==> config.mk <==
export PLATFORM = sky130hd
export DESIGN_NAME = cal_sequencer
export DESIGN_NICKNAME = d
export VERILOG_FILES = /design/src/rtl/cal_seq_pkg.sv /design/src/rtl/cal_req_qualifier.sv /design/src/rtl/cal_stage_fsm.sv /design/src/rtl/cal_coef_store.sv /design/src/rtl/cal_out_mute.sv /design/src/rtl/cal_sequencer.sv
export SDC_FILE = /design/constraint.sdc
export NUM_CORES = 1
export LEC_CHECK = 0
export ABC_AREA = 1
export BUFFER_PORTS_ARGS = -buffer_cell sky130_fd_sc_hd__buf_2
export CAP_MARGIN = 20
export CORE_ASPECT_RATIO = 0.75
export CORE_MARGIN = 3
export CORE_UTILIZATION = 50
export DETAILED_ROUTE_END_ITERATION = 8
export GPL_TIMING_DRIVEN = 0
export PLACE_DENSITY = 0.79
export SETUP_SLACK_MARGIN = 0.3
export SYNTH_ARGS = -nofsm -noshare
export SYNTH_HDL_FRONTEND = slang
export SYNTH_SLANG_ARGS = --single-unit
export TNS_END_PERCENT = 5
==> constraint.sdc <==
create_clock -name clk -period 2.75 [get_ports clk]
set_clock_uncertainty 0.05 [all_clocks]
set_input_delay 0.4125 -clock clk [delete_from_list [all_inputs] [get_ports clk]]
set_output_delay 0.4125 -clock clk [all_outputs]
set_load 0.1 [all_outputs]
==> src/rtl/cal_seq_pkg.sv <==
// Shared types for the calibration sequencer.
package cal_seq_pkg;
    // Sequencer phases: idle, settle/average wait, measurement handshake.
    typedef enum logic [1:0] {
        ST_IDLE   = 2'd0,
        ST_SETTLE = 2'd1,
        ST_MEAS   = 2'd2
    } seq_state_t;
endpackage

==> src/rtl/cal_req_qualifier.sv <==
// Qualifies the calibration request: it must be high on REQ_EDGES falling
// clock edges in a row. A lock keeps one request from starting more than
// one run. The lock is set by reset and at each start, and is released only
// when the request is seen low while idle.
// Assumes: request is quasi-static with respect to the clock.
module cal_req_qualifier #(
    parameter int REQ_EDGES = 3
) (
    input  logic clk,
    input  logic rst_n,
    input  logic req_i,
    input  logic busy_i,
    output logic qual_o,
    output logic start_o
);
    localparam int QW = $clog2(REQ_EDGES + 1);
    localparam logic [QW-1:0] QMAX = QW'(REQ_EDGES);

    logic [QW-1:0] edge_cnt;
    logic          lock;

    // Count consecutive falling edges with the request high, saturating.
    always_ff @(negedge clk) begin
        if (!rst_n) begin
            edge_cnt <= '0;
        end else if (!req_i) begin
            edge_cnt <= '0;
        end else if (edge_cnt != QMAX) begin
            edge_cnt <= edge_cnt + 1'b1;
        end
    end

    assign qual_o  = (edge_cnt == QMAX);
    assign start_o = qual_o && !lock && !busy_i;

    // Hold the lock from reset or start until the request drops while idle.
    always_ff @(posedge clk) begin
        if (!rst_n) begin
            lock <= 1'b1;
        end else if (start_o) begin
            lock <= 1'b1;
        end else if (!busy_i && !req_i) begin
            lock <= 1'b0;
        end
    end

    AST_LOCK_WHILE_BUSY: assert property (@(posedge clk) disable iff (!rst_n)
        busy_i |-> lock);
endmodule

==> src/rtl/cal_stage_fsm.sv <==
// Walks the calibrated stages from the back (N_STAGES-1) to the front (0).
// For each stage it waits SETTLE_CYC cycles, then holds a measurement
// request until valid arrives, and strobes a coefficient write. Calibrated
// is set on completion of the front stage.
// Assumes: SETTLE_CYC >= 1; start_i is only asserted while idle.
module cal_stage_fsm
    import cal_seq_pkg::*;
#(
    parameter int N_STAGES   = 4,
    parameter int SETTLE_CYC = 372499
) (
    input  logic          clk,
    input  logic          rst_n,
    input  logic          start_i,
    input  logic          meas_valid_i,
    output logic          busy_o,
    output logic          calibrated_o,
    output logic          meas_req_o,
    output logic [(N_STAGES > 1 ? $clog2(N_STAGES) : 1)-1:0] stage_o,
    output logic          wr_en_o
);
    localparam int SW = (N_STAGES > 1) ? $clog2(N_STAGES) : 1;
    localparam int CW = (SETTLE_CYC > 1) ? $clog2(SETTLE_CYC + 1) : 1;
    localparam logic [CW-1:0] SET_LAST = CW'(SETTLE_CYC - 1);
    localparam logic [SW-1:0] BACK_ID  = SW'(N_STAGES - 1);

    seq_state_t    state;
    logic [CW-1:0] settle_cnt;
    logic [SW-1:0] stage;

    // Phase, settle counter, stage index and calibrated flag.
    always_ff @(posedge clk) begin
        if (!rst_n) begin
            state        <= ST_IDLE;
            settle_cnt   <= '0;
            stage        <= '0;
            calibrated_o <= 1'b0;
        end else begin
            case (state)
                ST_IDLE: begin
                    if (start_i) begin
                        state        <= ST_SETTLE;
                        settle_cnt   <= '0;
                        stage        <= BACK_ID;
                        calibrated_o <= 1'b0;
                    end
                end
                ST_SETTLE: begin
                    if (settle_cnt == SET_LAST) begin
                        state <= ST_MEAS;
                    end else begin
                        settle_cnt <= settle_cnt + 1'b1;
                    end
                end
                ST_MEAS: begin
                    if (meas_valid_i) begin
                        if (stage == '0) begin
                            state        <= ST_IDLE;
                            calibrated_o <= 1'b1;
                        end else begin
                            stage      <= stage - 1'b1;
                            settle_cnt <= '0;
                            state      <= ST_SETTLE;
                        end
                    end
                end
                default: state <= ST_IDLE;
            endcase
        end
    end

    assign busy_o     = (state != ST_IDLE);
    assign meas_req_o = (state == ST_MEAS);
    assign wr_en_o    = meas_req_o && meas_valid_i;
    assign stage_o    = stage;

    AST_BACK_STAGE_FIRST: assert property (@(posedge clk) disable iff (!rst_n)
        (state == ST_IDLE && start_i) |=> (stage_o == BACK_ID));
    AST_STAGE_STEP_DOWN: assert property (@(posedge clk) disable iff (!rst_n)
        (wr_en_o && stage_o != '0) |=> (stage_o == $past(stage_o) - 1'b1));
    AST_SETTLE_IN_RANGE: assert property (@(posedge clk) disable iff (!rst_n)
        (state == ST_SETTLE) |-> (settle_cnt <= SET_LAST));
    AST_IDLE_AFTER_FRONT: assert property (@(posedge clk) disable iff (!rst_n)
        (wr_en_o && stage_o == '0) |=> !busy_o);
endmodule

==> src/rtl/cal_coef_store.sv <==
// Coefficient memory: one signed word per calibrated stage, written by the
// sequencer and read combinationally by the measurement path. Reset wipes
// every entry and takes precedence over a write in the same cycle.
// Assumes: N_ENT is small (register-based storage).
module cal_coef_store #(
    parameter int N_ENT = 4,
    parameter int W     = 12
) (
    input  logic                  clk,
    input  logic                  rst_n,
    input  logic                  wr_en_i,
    input  logic [(N_ENT > 1 ? $clog2(N_ENT) : 1)-1:0] wr_idx_i,
    input  logic [W-1:0]          wr_data_i,
    input  logic [(N_ENT > 1 ? $clog2(N_ENT) : 1)-1:0] rd_idx_i,
    output logic [W-1:0]          rd_data_o
);
    localparam int AW = (N_ENT > 1) ? $clog2(N_ENT) : 1;

    logic [W-1:0] mem [N_ENT];

    for (genvar g = 0; g < N_ENT; g++) begin : g_ent
        // Per-entry register: wiped by reset, loaded on a matching write.
        always_ff @(posedge clk) begin
            if (!rst_n) begin
                mem[g] <= '0;
            end else if (wr_en_i && wr_idx_i == AW'(g)) begin
                mem[g] <= wr_data_i;
            end
        end

        AST_CLEAR_ON_RESET: assert property (@(posedge clk)
            !rst_n |=> (mem[g] == '0));
    end

    assign rd_data_o = mem[rd_idx_i];
endmodule

==> src/rtl/cal_out_mute.sv <==
// Output qualification: mutes converted data while calibrating and flags
// conversions as in specification only once a calibration has completed.
// Assumes: data path is combinational through this block.
module cal_out_mute #(
    parameter int DATA_W = 14
) (
    input  logic              busy_i,
    input  logic              calibrated_i,
    input  logic [DATA_W-1:0] data_i,
    input  logic              valid_i,
    output logic [DATA_W-1:0] data_o,
    output logic              valid_o,
    output logic              inspec_o
);
    // Select muted or live data and derive the quality flags.
    always_comb begin
        data_o   = busy_i ? '0 : data_i;
        valid_o  = valid_i && !busy_i;
        inspec_o = valid_o && calibrated_i;
    end
endmodule

==> src/rtl/cal_sequencer.sv <==
// Top of the calibration sequencer: request qualification, back-to-front
// stage sequencing, coefficient storage and output muting.
// Assumes: a measurement engine answers each meas_req_o with one
// meas_valid_i cycle; rst_n is synchronous to clk.
module cal_sequencer #(
    parameter int N_STAGES   = 4,
    parameter int ERR_W      = 12,
    parameter int DATA_W     = 14,
    parameter int SETTLE_CYC = 372499,
    parameter int REQ_EDGES  = 3
) (
    input  logic                 clk,
    input  logic                 rst_n,
    input  logic                 cal_req_i,
    output logic                 busy_o,
    output logic                 calibrated_o,
    output logic                 meas_req_o,
    output logic [(N_STAGES > 1 ? $clog2(N_STAGES) : 1)-1:0] meas_stage_o,
    input  logic                 meas_valid_i,
    input  logic [ERR_W-1:0]     meas_err_i,
    input  logic [(N_STAGES > 1 ? $clog2(N_STAGES) : 1)-1:0] coef_sel_i,
    output logic [ERR_W-1:0]     coef_o,
    input  logic [DATA_W-1:0]    conv_data_i,
    input  logic                 conv_valid_i,
    output logic [DATA_W-1:0]    data_o,
    output logic                 data_valid_o,
    output logic                 data_inspec_o
);
    localparam int SW = (N_STAGES > 1) ? $clog2(N_STAGES) : 1;

    logic          qual_w;
    logic          start_w;
    logic          wr_en_w;
    logic [SW-1:0] stage_w;

    cal_req_qualifier #(.REQ_EDGES(REQ_EDGES)) u_qual (
        .clk     (clk),
        .rst_n   (rst_n),
        .req_i   (cal_req_i),
        .busy_i  (busy_o),
        .qual_o  (qual_w),
        .start_o (start_w)
    );

    cal_stage_fsm #(.N_STAGES(N_STAGES), .SETTLE_CYC(SETTLE_CYC)) u_fsm (
        .clk          (clk),
        .rst_n        (rst_n),
        .start_i      (start_w),
        .meas_valid_i (meas_valid_i),
        .busy_o       (busy_o),
        .calibrated_o (calibrated_o),
        .meas_req_o   (meas_req_o),
        .stage_o      (stage_w),
        .wr_en_o      (wr_en_w)
    );

    cal_coef_store #(.N_ENT(N_STAGES), .W(ERR_W)) u_store (
        .clk       (clk),
        .rst_n     (rst_n),
        .wr_en_i   (wr_en_w),
        .wr_idx_i  (stage_w),
        .wr_data_i (meas_err_i),
        .rd_idx_i  (coef_sel_i),
        .rd_data_o (coef_o)
    );

    cal_out_mute #(.DATA_W(DATA_W)) u_mute (
        .busy_i       (busy_o),
        .calibrated_i (calibrated_o),
        .data_i       (conv_data_i),
        .valid_i      (conv_valid_i),
        .data_o       (data_o),
        .valid_o      (data_valid_o),
        .inspec_o     (data_inspec_o)
    );

    assign meas_stage_o = stage_w;

    AST_START_QUALIFIED: assert property (@(posedge clk) disable iff (!rst_n)
        $rose(busy_o) |-> $past(qual_w));
    AST_CAL_ON_BUSY_FALL: assert property (@(posedge clk) disable iff (!rst_n)
        $rose(calibrated_o) |-> $fell(busy_o));
    AST_NO_DATA_DURING_MEAS: assert property (@(posedge clk) disable iff (!rst_n)
        meas_req_o |-> !data_valid_o);
    AST_REQ_HELD_TO_VALID: assert property (@(posedge clk) disable iff (!rst_n)
        (meas_req_o && !meas_valid_i) |=> (meas_req_o && $stable(meas_stage_o)));
endmodule

Yosys cells after proc, flatten, opt, wreduce, memory -nomap -nowiden. Memories as Yosys holds them, arrays and structs flattened. Cells that the tools add are included.

Bitwise operators: 5. Multiplexer cells: 36. Eq/ne operators: 14. Order comparisons: 0. Div/mod/pow operators: 0. Reductions and logical operators: 24. Multiply operators: 0. Shifts and indexed selects: 0. Add/sub/neg operators: 3.

Operators by type and width (number): 2-to-1 mux 19 bit (4); one-hot mux 19 bit (3 select lines) (1); 2-to-1 mux 12 bit (4); adder 19 x 1 -> 19 bit (second input constant) (1); equality test 19 bit (second input constant) (1); 2-to-1 mux 1 bit (17); 2-to-1 mux 14 bit (1); 2-to-1 mux 2 bit (6); inequality test 2 bit (second input constant) (6); logical AND 1 bit (10); equality test 2 bit (second input constant) (4); AND reduction 4 bit (2); one-hot mux 2 bit (3 select lines) (1); AND reduction 5 bit (1); equality test 2 x 1 -> 1 bit (second input constant) (2); zero test 2 bit (2); bitwise OR 1 bit (4); one-hot mux 2 bit (2 select lines) (1); nonzero test 2 bit (2); zero test 1 bit (3); AND reduction 3 bit (1); nonzero test 3 bit (1); adder 2 x 1 -> 2 bit (second input constant) (1); inequality test 2 x 1 -> 1 bit (second input constant) (1); 5 further kinds (5).

Logic and storage cells: 89. RAM bits: 48. Input port bits: 33. Bits in registers: 27. Bits in read-only memories: 0. Latch bits: 0. Output and inout port bits: 33. Memories: 1.

Memories: u_store.mem (words 4, bits a word 12, read ports 1, clocked after memory_dff 0, write ports 4, line cal_coef_store.sv:19) `logic [W-1:0] mem [N_ENT];`.

Longest topological paths before layout. Gate-level depths: netlist (run 1).

Depth in word-level cells: 7. Mapped depth: 10. Depth with buffers taken out: 10.

Modules after synthesis. A second synthesis (run 1) with hierarchy kept.

Cells, all modules: 568. Area, all modules: 4274.1 um^2.

Modules (own cells, without submodules): cal_coef_store (area an instance 2437.3 um^2, sequential area each 1441.4 um^2, instances 1, cells each 270); cal_stage_fsm (area an instance 1557.7 um^2, sequential area each 480.5 um^2, instances 1, cells each 243); cal_req_qualifier (area an instance 143.9 um^2, sequential area each 60.1 um^2, instances 1, cells each 21); cal_out_mute (area an instance 135.1 um^2, sequential area each 0.0 um^2, instances 1, cells each 34).

==> results.ini, run 1 <==
[status]
status = finished with violations
violations = negative setup slack

[global_routing]
grt_overflow = 0
antenna_found_initial = 0
grt_max_degree = 15
grt_usage_pct = 22.7
grt_pass1_vias = 3282
grt_pass1_wl_mm = 15.6

[setup_path]
reg2regPathDepth = 9
crit_fanout = 10
timing.rr.start = u_qual.edge_cnt[0]
crit_path_top_delay_cell = dfxtp_2
regToRegSetupSlack_ps = -50
critPathCaptureType = register
critPathRequiredTime_ps = 2920
timing.critical_path.mode_cell = nand2_2
startpoint_type = register
reg2reg_to = u_fsm.settle_cnt[7]
path_class = reg2reg
path_cells = ha_4, inv_2, o21ai_2, nand2_2, nor2_4, nand2_2, buf_6, nand2_1, a21oi_1
slowest_delay_ps = 340
arrival_ps = 2970

[worst_hold_path]
hp-class = in2reg
holdCritStartpoint = cal_req_i
holdPathStages = 3
min_to = u_qual.lock

[die]
die_area_mm2 = 0.00892
rows = 27
die_w_um = 108
fp.dieH_um = 82.5
start_util_pct = 52.3
coreArea_mm2 = 0.00747
num_io_pins = 66

[detailed_routing]
wirelength_mm = 9.79
wl_per_cell_um = 14.4
drc = 0
viasPerCell = 5.36
routed-via-count = 3649
firstDrtPassIters = 5
antenna_left = 0
drt_iter0_markers = 298

[clock_network]
hold_buffers = 0
path_clk_slew_ps = 80
htreeDepth = 3
clock_path_buffers = 2
root_buffer = clkbuf_8
clock-sinks = 75
numCtsBuffers = 9
cts_tree = built
clk_latency_ps = 390

[logic_synthesis]
post-synth-top-area-cell = edfxtp_1
synth_top_family_by_area = simple AND/OR/NAND/NOR gates
synth.top_cell.area_share_pct = 36.9
syn_inst = 493
synth_cell_type_count = 31
syn-num-nets = 533
yosys_warnings = 0
ys_top_cells_by_area = edfxtp_1 (37%), dfxtp_1 (14%), nor2_1 (11%)
synth-xor-area-share_pct = 0.449
synth.cell_area_mm2 = 0.00390
synth-compound-area-share_pct = 9.20
synth_mux_area_share_pct = 0
syn_area_per_cell_um2 = 7.92
synthAdderAreaFrac_pct = 2.24
synthSimpleGateAreaFrac_pct = 29.0
seq_area_frac_synth_pct = 50.8
ys_seq_elements = 75

[layout]
syn2layout_area_growth_pct = 22.3
num-nets-final = 615
final_layout_size_suffix_gt1_share_pct = 23.4
diodes = 0
nFillCells = 648
postLayoutCellArea_mm2 = 0.00478
multiInputGateArea_mm2 = 0.00171
ff_latch_area_mm2 = 0.00198

[sta]
max_slew_margin_pct = 50.3
worstMarginPinSlew_ps = 741
finalSetupViolations = 19
hold_viol_final = 0
timing.final.ws_setup_ps = -48.8
tns_ps = -566
grt_setup_unrepaired = true
drv_slew = 0

[power_and_ir_drop]
cellLeakagePower_nw = 2.07
power_density_mw_per_mm2 = 542
ir_drop_v = 0.000279

[flow_run]
drv_cap = 0

[placement]
gp_congestion = 0.909
io_buffers = 64
placedInstanceArea_mm2 = 0.00447
dp_hpwl_mm = 6.86

[through the flow]
step	power, W	std cells	hold slack, ps	utilization [%]	setup WS [ps]
finish	0.00259	681	248	64.0	-48.8
CTS	0.00259	681	246	63.7	-43.3
floorplan	0.00157	493	398	-	-36.8
global placement	0.00165	658	411	59.8	-129
detailed placement	0.00166	659	418	59.9	-184
global route	0.00268	681	279	64.0	-181
[critical path: cells and delay by family, from the launching register on]
kind                       cells  cell delay (ps)
adders and majority gates      1              140
AOI/OAI and AO/OA              2              200
and+or+nand+nor                4              350
DFF                            1              340
buffers and inverters          2              190
[timing repair]
action                     4_1_cts  5_1_grt
pin swaps                        6        1
gates resized for setup         11       12
setup buffers                    5        0
setup endpoints to repair       34       38
gates cloned                     0        0
hold endpoints to repair         0        0
[cell type report]
type | instances | share of cell area (%)
flip-flops and latches | 75 | 41.5
inverters | 67 | 5.29
multi-input cells | 335 | 35.8
repair buffers | 70 | 8.30
plain buffers | 15 | 1.68
clock inverters | 8 | 2.04
well taps | 101 | 2.65
clock buffers | 10 | 2.67
[kinds of logic after synthesis]
group                    after synthesis
XOR/XNOR                               2
flip-flops                            75
AO/OA/AOI/OAI                         66
buffers and inverters                 83
AND/OR/NAND/NOR                      260
adder cells (fa/ha/maj)                7
[power by group]
| part | switching [W] | leakage, nW | internal, W | total, W |
|---|---|---|---|---|
| logic | 0.000325 | 1.24 | 0.0000780 | 0.000403 |
| clock network | 0.000442 | 0.117 | 0.000517 | 0.000958 |
| registers | 0.00000960 | 0.714 | 0.00122 | 0.00123 |
| total | 0.000776 | 2.07 | 0.00181 | 0.00259 |
[synthesized netlist by cell type]
library cell  count
a21oi_1          16
a31oi_1           2
buf_1             1
buf_2             4
buf_4             1
buf_6             1
clkbuf_1          8
clkinv_1          1
dfxtp_1          27
edfxtp_1         48
ha_1              7
inv_1            63
inv_2             4
nand2_1          84
nand2_2           3
nand3_1          31
nand3_2           2
nand3b_1          1
nand4_1           8
nor2_1          113
nor2_2            6
nor2_4            2
nor2_8            1
nor3_1            5
nor3_4            1
o21ai_0          32
o21ai_2           1
o21bai_1          3
o22ai_1          12
or2_2             3
xor2_1            2
[cell usage in the layout (no fill, tap or decap), types with 2 or more instances in the layout]
master / count
buf_4: 13
o21ai_0: 30
clkbuf_2: 3
clkinv_4: 2
xor2_1: 2
nand4_1: 8
nand3_1: 31
nor3_1: 4
ha_1: 6
nand3_2: 2
nor2_1: 104
o21ai_1: 2
clkbuf_4: 5
buf_6: 2
or2_2: 3
edfxtp_1: 48
nand2_2: 2
buf_2: 57
nor2_4: 13
clkinv_2: 2
dfxtp_1: 25
clkbuf_1: 6
nand2_1: 84
inv_2: 6
nor3_4: 2
o21bai_1: 3
bufinv_16: 2
dfxtp_2: 2
o22ai_1: 11
nor2_2: 4
a21oi_1: 15
a31oi_1: 2
inv_1: 62
clkbuf_8: 9
[how the worst max path moves through the flow]
stage | depth (start not counted) | endpoint | startpoint
floorplan | 4 | coef_o[3] | coef_sel_i[0]
global placement | 9 | u_fsm.settle_cnt[4] | u_qual.edge_cnt[1]
detailed placement | 9 | u_fsm.settle_cnt[1] | u_qual.edge_cnt[1]
CTS | 9 | u_fsm.settle_cnt[12] | u_qual.edge_cnt[0]
global route | 8 | u_fsm.stage_o[0] | u_qual.edge_cnt[1]
finish | 9 | u_fsm.settle_cnt[7] | u_qual.edge_cnt[0]
[flip-flops by register name, indices dropped and copies added (netlist names)]
| signal | cells |
|---|---|
| u_fsm.calibrated_o | 1 |
| u_fsm.settle_cnt | 19 |
| u_fsm.stage_o | 2 |
| u_fsm.state | 2 |
| u_qual.edge_cnt | 2 |
| u_qual.lock | 1 |
| u_store.mem | 48 |
[layer usage]
| metal | wire, um | global-route usage [%] | vias to the layer above |
|---|---|---|---|
| li1 | - | - | 1762 |
| met1 | 4450 | 32.0 | 1713 |
| met2 | 4440 | 35.5 | 164 |
| met3 | 811 | 5.75 | 10 |
| met4 | 92 | 5.04 | 0 |
| met5 | 0 | 0 | - |
Power figures use the tool's default switching activity.
==> run 2: changes to the inputs <==
--- a/config.mk
+++ b/config.mk
@@ -5,15 +5,15 @@
 export SDC_FILE = /design/constraint.sdc
 export NUM_CORES = 1
 export LEC_CHECK = 0
-export ABC_AREA = 1
 export BUFFER_PORTS_ARGS = -buffer_cell sky130_fd_sc_hd__buf_2
-export CAP_MARGIN = 20
+export CAP_MARGIN = 10
 export CORE_ASPECT_RATIO = 0.75
 export CORE_MARGIN = 3
 export CORE_UTILIZATION = 50
 export DETAILED_ROUTE_END_ITERATION = 8
 export GPL_TIMING_DRIVEN = 0
-export PLACE_DENSITY = 0.79
+export PLACE_DENSITY = 0.8
+export REMOVE_ABC_BUFFERS = 1
 export SETUP_SLACK_MARGIN = 0.3
 export SYNTH_ARGS = -nofsm -noshare
 export SYNTH_HDL_FRONTEND = slang
==> run 2 against run 1 <==
Net effect:
- the run still ends with negative setup slack left
- critical path depth decreased by 3
- sequential share of layout area grew 3.0 points
- non-clock buffer count shrank 14
- synthesized cell count shrank 34%
- clock-buffer cell count is 1 lower
- worst setup slack worse by 170 ps
- register-to-register slack worse by 170 ps
- cell count shrank 27%
- clock power decreased by 2.7%
- via count fell by 24%
- routed wire length fell by 18%
- power fell by 2.6%
- critical path type unchanged
- largest power group unchanged
==> results.ini, run 2 <==
[detailed_routing]
wl_per_cell_um = 16.2  ; was 14.4 um
wirelength_mm = 8.07  ; was 9.79 mm
antenna_left = 0  ; unchanged
routed-via-count = 2781  ; was 3649
drt_iter0_markers = 209  ; was 298
viasPerCell = 5.58  ; was 5.36
firstDrtPassIters = 5  ; unchanged
drc = 0  ; unchanged

[global_routing]
grt_usage_pct = 19.8  ; was 22.7%
antenna_found_initial = 0  ; unchanged
grt_overflow = 0  ; unchanged
grt_max_degree = 24  ; was 15
grt_pass1_vias = 2628  ; was 3282
grt_pass1_wl_mm = 13.1  ; was 15.6 mm

[layout]
top_register = u_store.mem  ; unchanged
top_regs = u_store.mem x48, u_fsm.settle_cnt x19  ; unchanged
final_common_cell = buf_2  ; was nor2_1
syn2layout_area_growth_pct = 20.1  ; was 22.3%
num-nets-final = 436  ; was 615
final_layout_size_suffix_gt1_share_pct = 31.0  ; was 23.4%
largest_reg_flops = 48  ; unchanged
final_cell_mix = buf_2 (65), and2_1 (64), edfxtp_1 (48)  ; was nor2_1 (104), nand2_1 (84), inv_1 (62)
postLayoutCellArea_mm2 = 0.00446  ; was 0.00478 mm2
diodes = 0  ; unchanged

[setup_path]
startpoint_type = register  ; unchanged
critPathCaptureType = register  ; unchanged
crit_path_top_delay_cell = dfxtp_2  ; unchanged
slowest_delay_ps = 340  ; about the same
critPathRequiredTime_ps = 2940  ; was 2920 ps
reg2reg_to = u_fsm.settle_cnt[13]  ; was u_fsm.settle_cnt[7]
endpoint = u_fsm.settle_cnt[13]  ; was u_fsm.settle_cnt[7]
path_cells = ha_4, nor2b_4, o22ai_4, a31o_4, and2_4, o31a_1  ; was ha_4, inv_2, o21ai_2, nand2_2, nor2_4, nand2_2, buf_6, nand2_1, a21oi_1
path_class = reg2reg  ; unchanged
cpLargestDelayFamily = compound AO/OA/AOI/OAI gates  ; was simple AND/OR/NAND/NOR gates
path_depth = 6  ; was 9
timing.rr.start = u_qual.edge_cnt[0]  ; unchanged
critPathBufInv = 0  ; was 2
crit_fanout = 8  ; was 10
regToRegSetupSlack_ps = -210  ; was -50 ps
critPathLaunch = u_qual.edge_cnt[0]  ; unchanged
reg2regPathDepth = 6  ; was 9
arrival_ps = 3160  ; was 2970 ps

[logic_synthesis]
synth.top_cell.area_share_pct = 38.8  ; was 36.9%
synth_flop_cell = edfxtp_1  ; unchanged
synth.cell_area_mm2 = 0.00371  ; was 0.00390 mm2
yosys_warnings = 0  ; unchanged
synth_cell_type_count = 49  ; was 31
syn_area_per_cell_um2 = 11.3  ; was 7.92 um2
syn_inst = 327  ; was 493
seq_area_frac_synth_pct = 53.4  ; was 50.8%
synth-edff-count = 48  ; unchanged
synthArstFlopShare_pct = 0  ; unchanged
ys_top_cells_by_area = edfxtp_1 (39%), dfxtp_1 (15%), and2_1 (11%)  ; was edfxtp_1 (37%), dfxtp_1 (14%), nor2_1 (11%)
synth_most_common_cell = and2_1  ; was nor2_1
synth.top_cells.by_count = and2_1 (65), edfxtp_1 (48), dfxtp_1 (27)  ; was nor2_1 (113), nand2_1 (84), inv_1 (63)
ys_seq_elements = 75  ; unchanged
post-synth-top-area-cell = edfxtp_1  ; unchanged

[clock_network]
root_buffer = clkbuf_8  ; unchanged
cts_tree = built  ; unchanged
numCtsBuffers = 9  ; unchanged
clk_latency_ps = 380  ; was 390 ps
hold_buffers = 0  ; unchanged
htreeDepth = 3  ; unchanged
clock_path_buffers = 2  ; unchanged
path_clk_slew_ps = 80  ; about the same
clock-sinks = 75  ; unchanged

[sta]
max_slew_margin_pct = 30.8  ; was 50.3%
grt_setup_unrepaired = true  ; unchanged
hold_viol_final = 0  ; unchanged
finalSetupViolations = 19  ; unchanged
worstMarginPinSlew_ps = 1040  ; was 741 ps
tns_ps = -2050  ; was -566 ps
fin_hold_ws_ps = 313  ; was 248 ps
drv_slew = 0  ; unchanged
timing.final.ws_setup_ps = -215  ; was -48.8 ps

[placement]
dp_hpwl_mm = 5.29  ; was 6.86 mm
gp_congestion = 0.820  ; was 0.909
placedInstanceArea_mm2 = 0.00409  ; was 0.00447 mm2
io_buffers = 65  ; was 64

[die]
coreArea_mm2 = 0.00699  ; was 0.00747 mm2
num_io_pins = 66  ; unchanged
fp.dieH_um = 80.6  ; was 82.5 um
die_w_um = 105  ; was 108 um
rows = 26  ; was 27
die_area_mm2 = 0.00850  ; was 0.00892 mm2
start_util_pct = 53.1  ; was 52.3%

[status]
status = finished with violations  ; unchanged
violations = negative setup slack  ; unchanged

[power_and_ir_drop]
seq_power_share_pct = 48.8  ; was 47.5%
switching_share_pct = 28.4  ; was 30.0%
power_density_mw_per_mm2 = 566  ; was 542 mW/mm2
cellLeakagePower_nw = 1.75  ; was 2.07 nW
combPwrFrac_pct = 14.3  ; was 15.6%
p_clk_share_pct = 36.9  ; was 37.0%
power_switching_w = 0.000717  ; was 0.000776 W
ir_drop_v = 0.000239  ; was 0.000279 V
intPower_w = 0.00181  ; about the same

[worst_hold_path]
holdPathStages = 2  ; was 3
hp-class = in2reg  ; unchanged

[flow_run]
drv_cap = 0  ; unchanged

## run 2: changes by cell type in the layout (fill, tap and decap cells not counted), moves of 6 or more
cell	before	now
and2_1	0	64
and3_1	0	9
buf_2	57	65
buf_4	13	5
clkbuf_1	6	0
inv_1	62	8
inv_2	6	0
mux4_2	0	12
nand2_1	84	22
nand3_1	31	9
nor2_1	104	19
nor2_4	13	0
o21ai_0	30	12
o22ai_1	11	0
## run 2: cells by family after synthesis
| logic type | Yosys count | share of synthesized area [%] |
|---|---|---|
| buf+inv | 21 | 2.53 |
| xor+xnor | 1 | 0.236 |
| mux | 13 | 7.55 |
| simple gates | 156 | 24.5 |
| fa+ha+maj | 7 | 2.36 |
| compound gates | 54 | 9.44 |
| flops | 75 | 53.4 |
## run 2: final cells by class
type	instances	area, um2
Clock buffer	9	124
Clock inverter	8	96.3
Fill cell	535	2540
Inverter	6	22.5
Multi-Input combinational cell	231	1730
Sequential cell	75	1980
Tap cell	98	123
Timing Repair Buffer	71	374
## run 2: worst min-delay path by stage
stage                   from                end  slack [ps]
6_report       meas_err_i[9]  u_store.mem[3][9]         310
5_1_grt        meas_err_i[0]  u_store.mem[2][0]         320
4_1_cts            cal_req_i        u_qual.lock         280
3_5_place_dp     u_qual.lock        u_qual.lock         420
3_3_place_gp     u_qual.lock        u_qual.lock         410
2_1_floorplan    u_qual.lock        u_qual.lock         390
## run 2: metrics by stage
step           utilization (%)  setup slack [ps]  total power, W  cells
3_5_place_dp              58.5              -690         0.00162    476
2_1_floorplan                -              -394         0.00153    313
5_1_grt                   63.7              -258         0.00260    498
3_3_place_gp              58.5              -676         0.00161    476
6_report                  63.7              -215         0.00252    498
4_1_cts                   63.5              -190         0.00252    498
## run 2: power by group through the flow
stage,registers [W],clock network (W),logic (W)
after detailed placement,0.00125,0.00000683,0.000356
after floorplan,0.00125,0.00000683,0.000272
final,0.00123,0.000932,0.000361
after global placement,0.00125,0.00000683,0.000354
after CTS,0.00123,0.000931,0.000361
after global routing,0.00123,0.000986,0.000377
## run 2: per-layer routing
layer | vias up | track usage (%) | share of wire [%]
met5 | - | 0 | 0
met4 | 0 | 7.21 | 1.5
met3 | 11 | 4.74 | 8.1
met2 | 125 | 30.7 | 45
met1 | 1313 | 27.2 | 45
li1 | 1332 | - | -
## run 2: repair_timing
| action | 4_1_cts | 5_1_grt |
|---|---|---|
| gates resized for setup | 17 | 5 |
| pin swaps | 8 | 5 |
| endpoints found under the setup margin | 24 | 24 |
| buffers inserted | 6 | 0 |
==> run 3: changes to the inputs <==
--- a/config.mk
+++ b/config.mk
@@ -10,9 +10,10 @@
 export CORE_ASPECT_RATIO = 0.75
 export CORE_MARGIN = 3
 export CORE_UTILIZATION = 50
+export CTS_BUF_LIST = sky130_fd_sc_hd__clkbuf_8
 export DETAILED_ROUTE_END_ITERATION = 8
 export GPL_TIMING_DRIVEN = 0
-export PLACE_DENSITY = 0.8
+export PLACE_DENSITY = 0.7
 export REMOVE_ABC_BUFFERS = 1
 export SETUP_SLACK_MARGIN = 0.3
 export SYNTH_ARGS = -nofsm -noshare
==> run 3 against run 2 <==
Net effect:
- via count grew 0.54%
- critical path type unchanged
- flip-flop and latch count is the same
- worst setup slack gained 3.0 ps
- first-iteration DRC count shrank 21%
- the run still ends with negative setup slack left
- clock-buffer cell count is the same
- non-clock buffer count grew 2
- die area is the same
- global-route usage shrank 0.41 points
- sequential power is essentially flat
==> results.ini, run 3 (synthesis gave the netlist of run 2 again) <==
[sta]
grt_setup_unrepaired = true  ; unchanged
worstMarginPinSlew_ps = 1170  ; was 1040 ps
drv_slew = 0  ; unchanged
fin_hold_ws_ps = 327  ; was 313 ps
hold_viol_final = 0  ; unchanged
finalSetupViolations = 17  ; was 19
max_slew_margin_pct = 21.6  ; was 30.8%
timing.final.ws_setup_ps = -212  ; was -215 ps

[placement]
dp_hpwl_mm = 5.34  ; was 5.29 mm
gp_congestion = 0.815  ; was 0.820
place_ws_ps = -705  ; was -690 ps
io_buffers = 65  ; unchanged

[layout]
num-nets-final = 438  ; was 436
syn2layout_area_growth_pct = 20.7  ; was 20.1%
final_cell_mix = buf_2 (65), and2_1 (64), edfxtp_1 (48)  ; unchanged
final_layout_size_suffix_gt1_share_pct = 31.5  ; was 31.0%
ff_latch_area_mm2 = 0.00199  ; was 0.00198 mm2
multiInputGateArea_mm2 = 0.00174  ; was 0.00173 mm2
top_regs = u_store.mem x48, u_fsm.settle_cnt x19  ; unchanged
nFillCells = 530  ; was 535
largest_reg_flops = 48  ; unchanged
diodes = 0  ; unchanged
top_register = u_store.mem  ; unchanged
final_common_cell = buf_2  ; unchanged

[detailed_routing]
drc = 0  ; unchanged
drt_iter0_markers = 165  ; was 209
antenna_left = 0  ; unchanged
routed-via-count = 2796  ; was 2781
wirelength_mm = 8.04  ; was 8.07 mm
firstDrtPassIters = 5  ; unchanged
viasPerCell = 5.58  ; about the same
wl_per_cell_um = 16.0  ; was 16.2 um

[global_routing]
grt_pass1_vias = 2579  ; was 2628
antenna_found_initial = 0  ; unchanged
grt_max_degree = 24  ; unchanged
grt_overflow = 0  ; unchanged
grt_usage_pct = 19.4  ; was 19.8%
grt_pass1_wl_mm = 12.8  ; was 13.1 mm

[clock_network]
clock_path_buffers = 2  ; unchanged
path_clk_slew_ps = 80  ; about the same
hold_buffers = 0  ; unchanged
cts_tree = built  ; unchanged
htreeDepth = 3  ; unchanged
clk_latency_ps = 380  ; about the same
root_buffer = clkbuf_8  ; unchanged
numCtsBuffers = 9  ; unchanged
clock-sinks = 75  ; unchanged

[setup_path]
reg2regPathDepth = 6  ; unchanged
path_cells = ha_4, nor2b_4, o22ai_4, a31o_4, and2_4, o31a_1  ; unchanged
critPathLaunch = u_qual.edge_cnt[0]  ; unchanged
critPathRequiredTime_ps = 2930  ; was 2940 ps
crit_path_top_delay_cell = dfxtp_4  ; was dfxtp_2
endpoint = u_fsm.settle_cnt[13]  ; unchanged
arrival_ps = 3140  ; was 3160 ps
regToRegSetupSlack_ps = -210  ; about the same
startpoint_type = register  ; unchanged
critPathBufInv = 0  ; unchanged
critPathCaptureType = register  ; unchanged
path_depth = 6  ; unchanged
reg2reg_to = u_fsm.settle_cnt[13]  ; unchanged
slowest_delay_ps = 350  ; was 340 ps
path_class = reg2reg  ; unchanged
crit_fanout = 7  ; was 8
timing.rr.start = u_qual.edge_cnt[0]  ; unchanged
cpLargestDelayFamily = compound AO/OA/AOI/OAI gates  ; unchanged

[die]
die_w_um = 105  ; unchanged
coreArea_mm2 = 0.00699  ; unchanged
die_area_mm2 = 0.00850  ; unchanged
rows = 26  ; unchanged
num_io_pins = 66  ; unchanged
fp.dieH_um = 80.6  ; unchanged
start_util_pct = 53.1  ; unchanged

[status]
status = finished with violations  ; unchanged
violations = negative setup slack  ; unchanged

[power_and_ir_drop]
power_density_mw_per_mm2 = 561  ; was 566 mW/mm2
ir_drop_v = 0.000313  ; was 0.000239 V
cellLeakagePower_nw = 1.75  ; about the same

[flow_run]
drv_cap = 0  ; unchanged

[worst_hold_path]
hp-class = in2reg  ; unchanged

[run 3: how the worst min path moves through the flow]
| stage | from | to | cells after the start |
|---|---|---|---|
| 6_report | meas_err_i[4] | u_store.mem[1][4] | 2 |
| 3_3_place_gp | u_qual.lock | u_qual.lock | 2 |
| 3_5_place_dp | u_qual.lock | u_qual.lock | 2 |
| 2_1_floorplan | u_qual.lock | u_qual.lock | 2 |
| 4_1_cts | cal_req_i | u_qual.lock | 3 |
| 5_1_grt | meas_err_i[4] | u_store.mem[3][4] | 2 |
[run 3: worst reg2reg max path: cells and delay by family (launching register included)]
| family | cells | cell delay, ps |
|---|---|---|
| flip-flops | 1 | 350 |
| AO/OA/AOI/OAI | 3 | 600 |
| AND/OR/NAND/NOR | 2 | 320 |
| adder cells (fa/ha/maj) | 1 | 130 |
[run 3: layout make-up]
type,count,share of cell area (%)
inverters,6,0.503
repair buffers,73,8.69
flip-flops and latches,75,44.4
clock buffers,9,2.77
multi-input cells,231,38.8
well taps,98,2.74
clock inverters,9,2.18
[run 3: power breakdown]
| part | switching (W) | internal [W] | leakage, nW | total [W] |
|---|---|---|---|---|
| logic | 0.000288 | 0.0000759 | 0.921 | 0.000363 |
| registers | 0.00000963 | 0.00122 | 0.715 | 0.00123 |
| clock network | 0.000407 | 0.000512 | 0.118 | 0.000919 |
[run 3: layer usage]
| layer | up-vias | global-route usage (%) | share of wire [%] |
|---|---|---|---|
| li1 | 1343 | - | - |
| met3 | 8 | 5.70 | 8.4 |
| met2 | 105 | 30.2 | 46 |
| met4 | 0 | 4.72 | 0.85 |
| met5 | - | 0 | 0 |
| met1 | 1340 | 26.8 | 45 |
[run 3: through the flow]
stage | power [W] | setup TNS [ps] | instances | util [%] | instance area (um2)
after floorplan | 0.00153 | -16450 | 313 | - | 3640
after global placement | 0.00162 | -8400 | 476 | 58.5 | 4090
after detailed placement | 0.00162 | -9670 | 476 | 58.5 | 4090
after CTS | 0.00253 | -2350 | 498 | 63.2 | 4420
after global routing | 0.00261 | -3450 | 501 | 64.0 | 4480
final | 0.00251 | -2160 | 501 | 64.0 | 4480
[run 3: repair_timing]
action | CTS | global route
setup buffers | 5 | 3
gates resized for setup | 14 | 10
endpoints found under the setup margin | 24 | 24
gates cloned | 0 | 0
pin swaps | 15 | 9
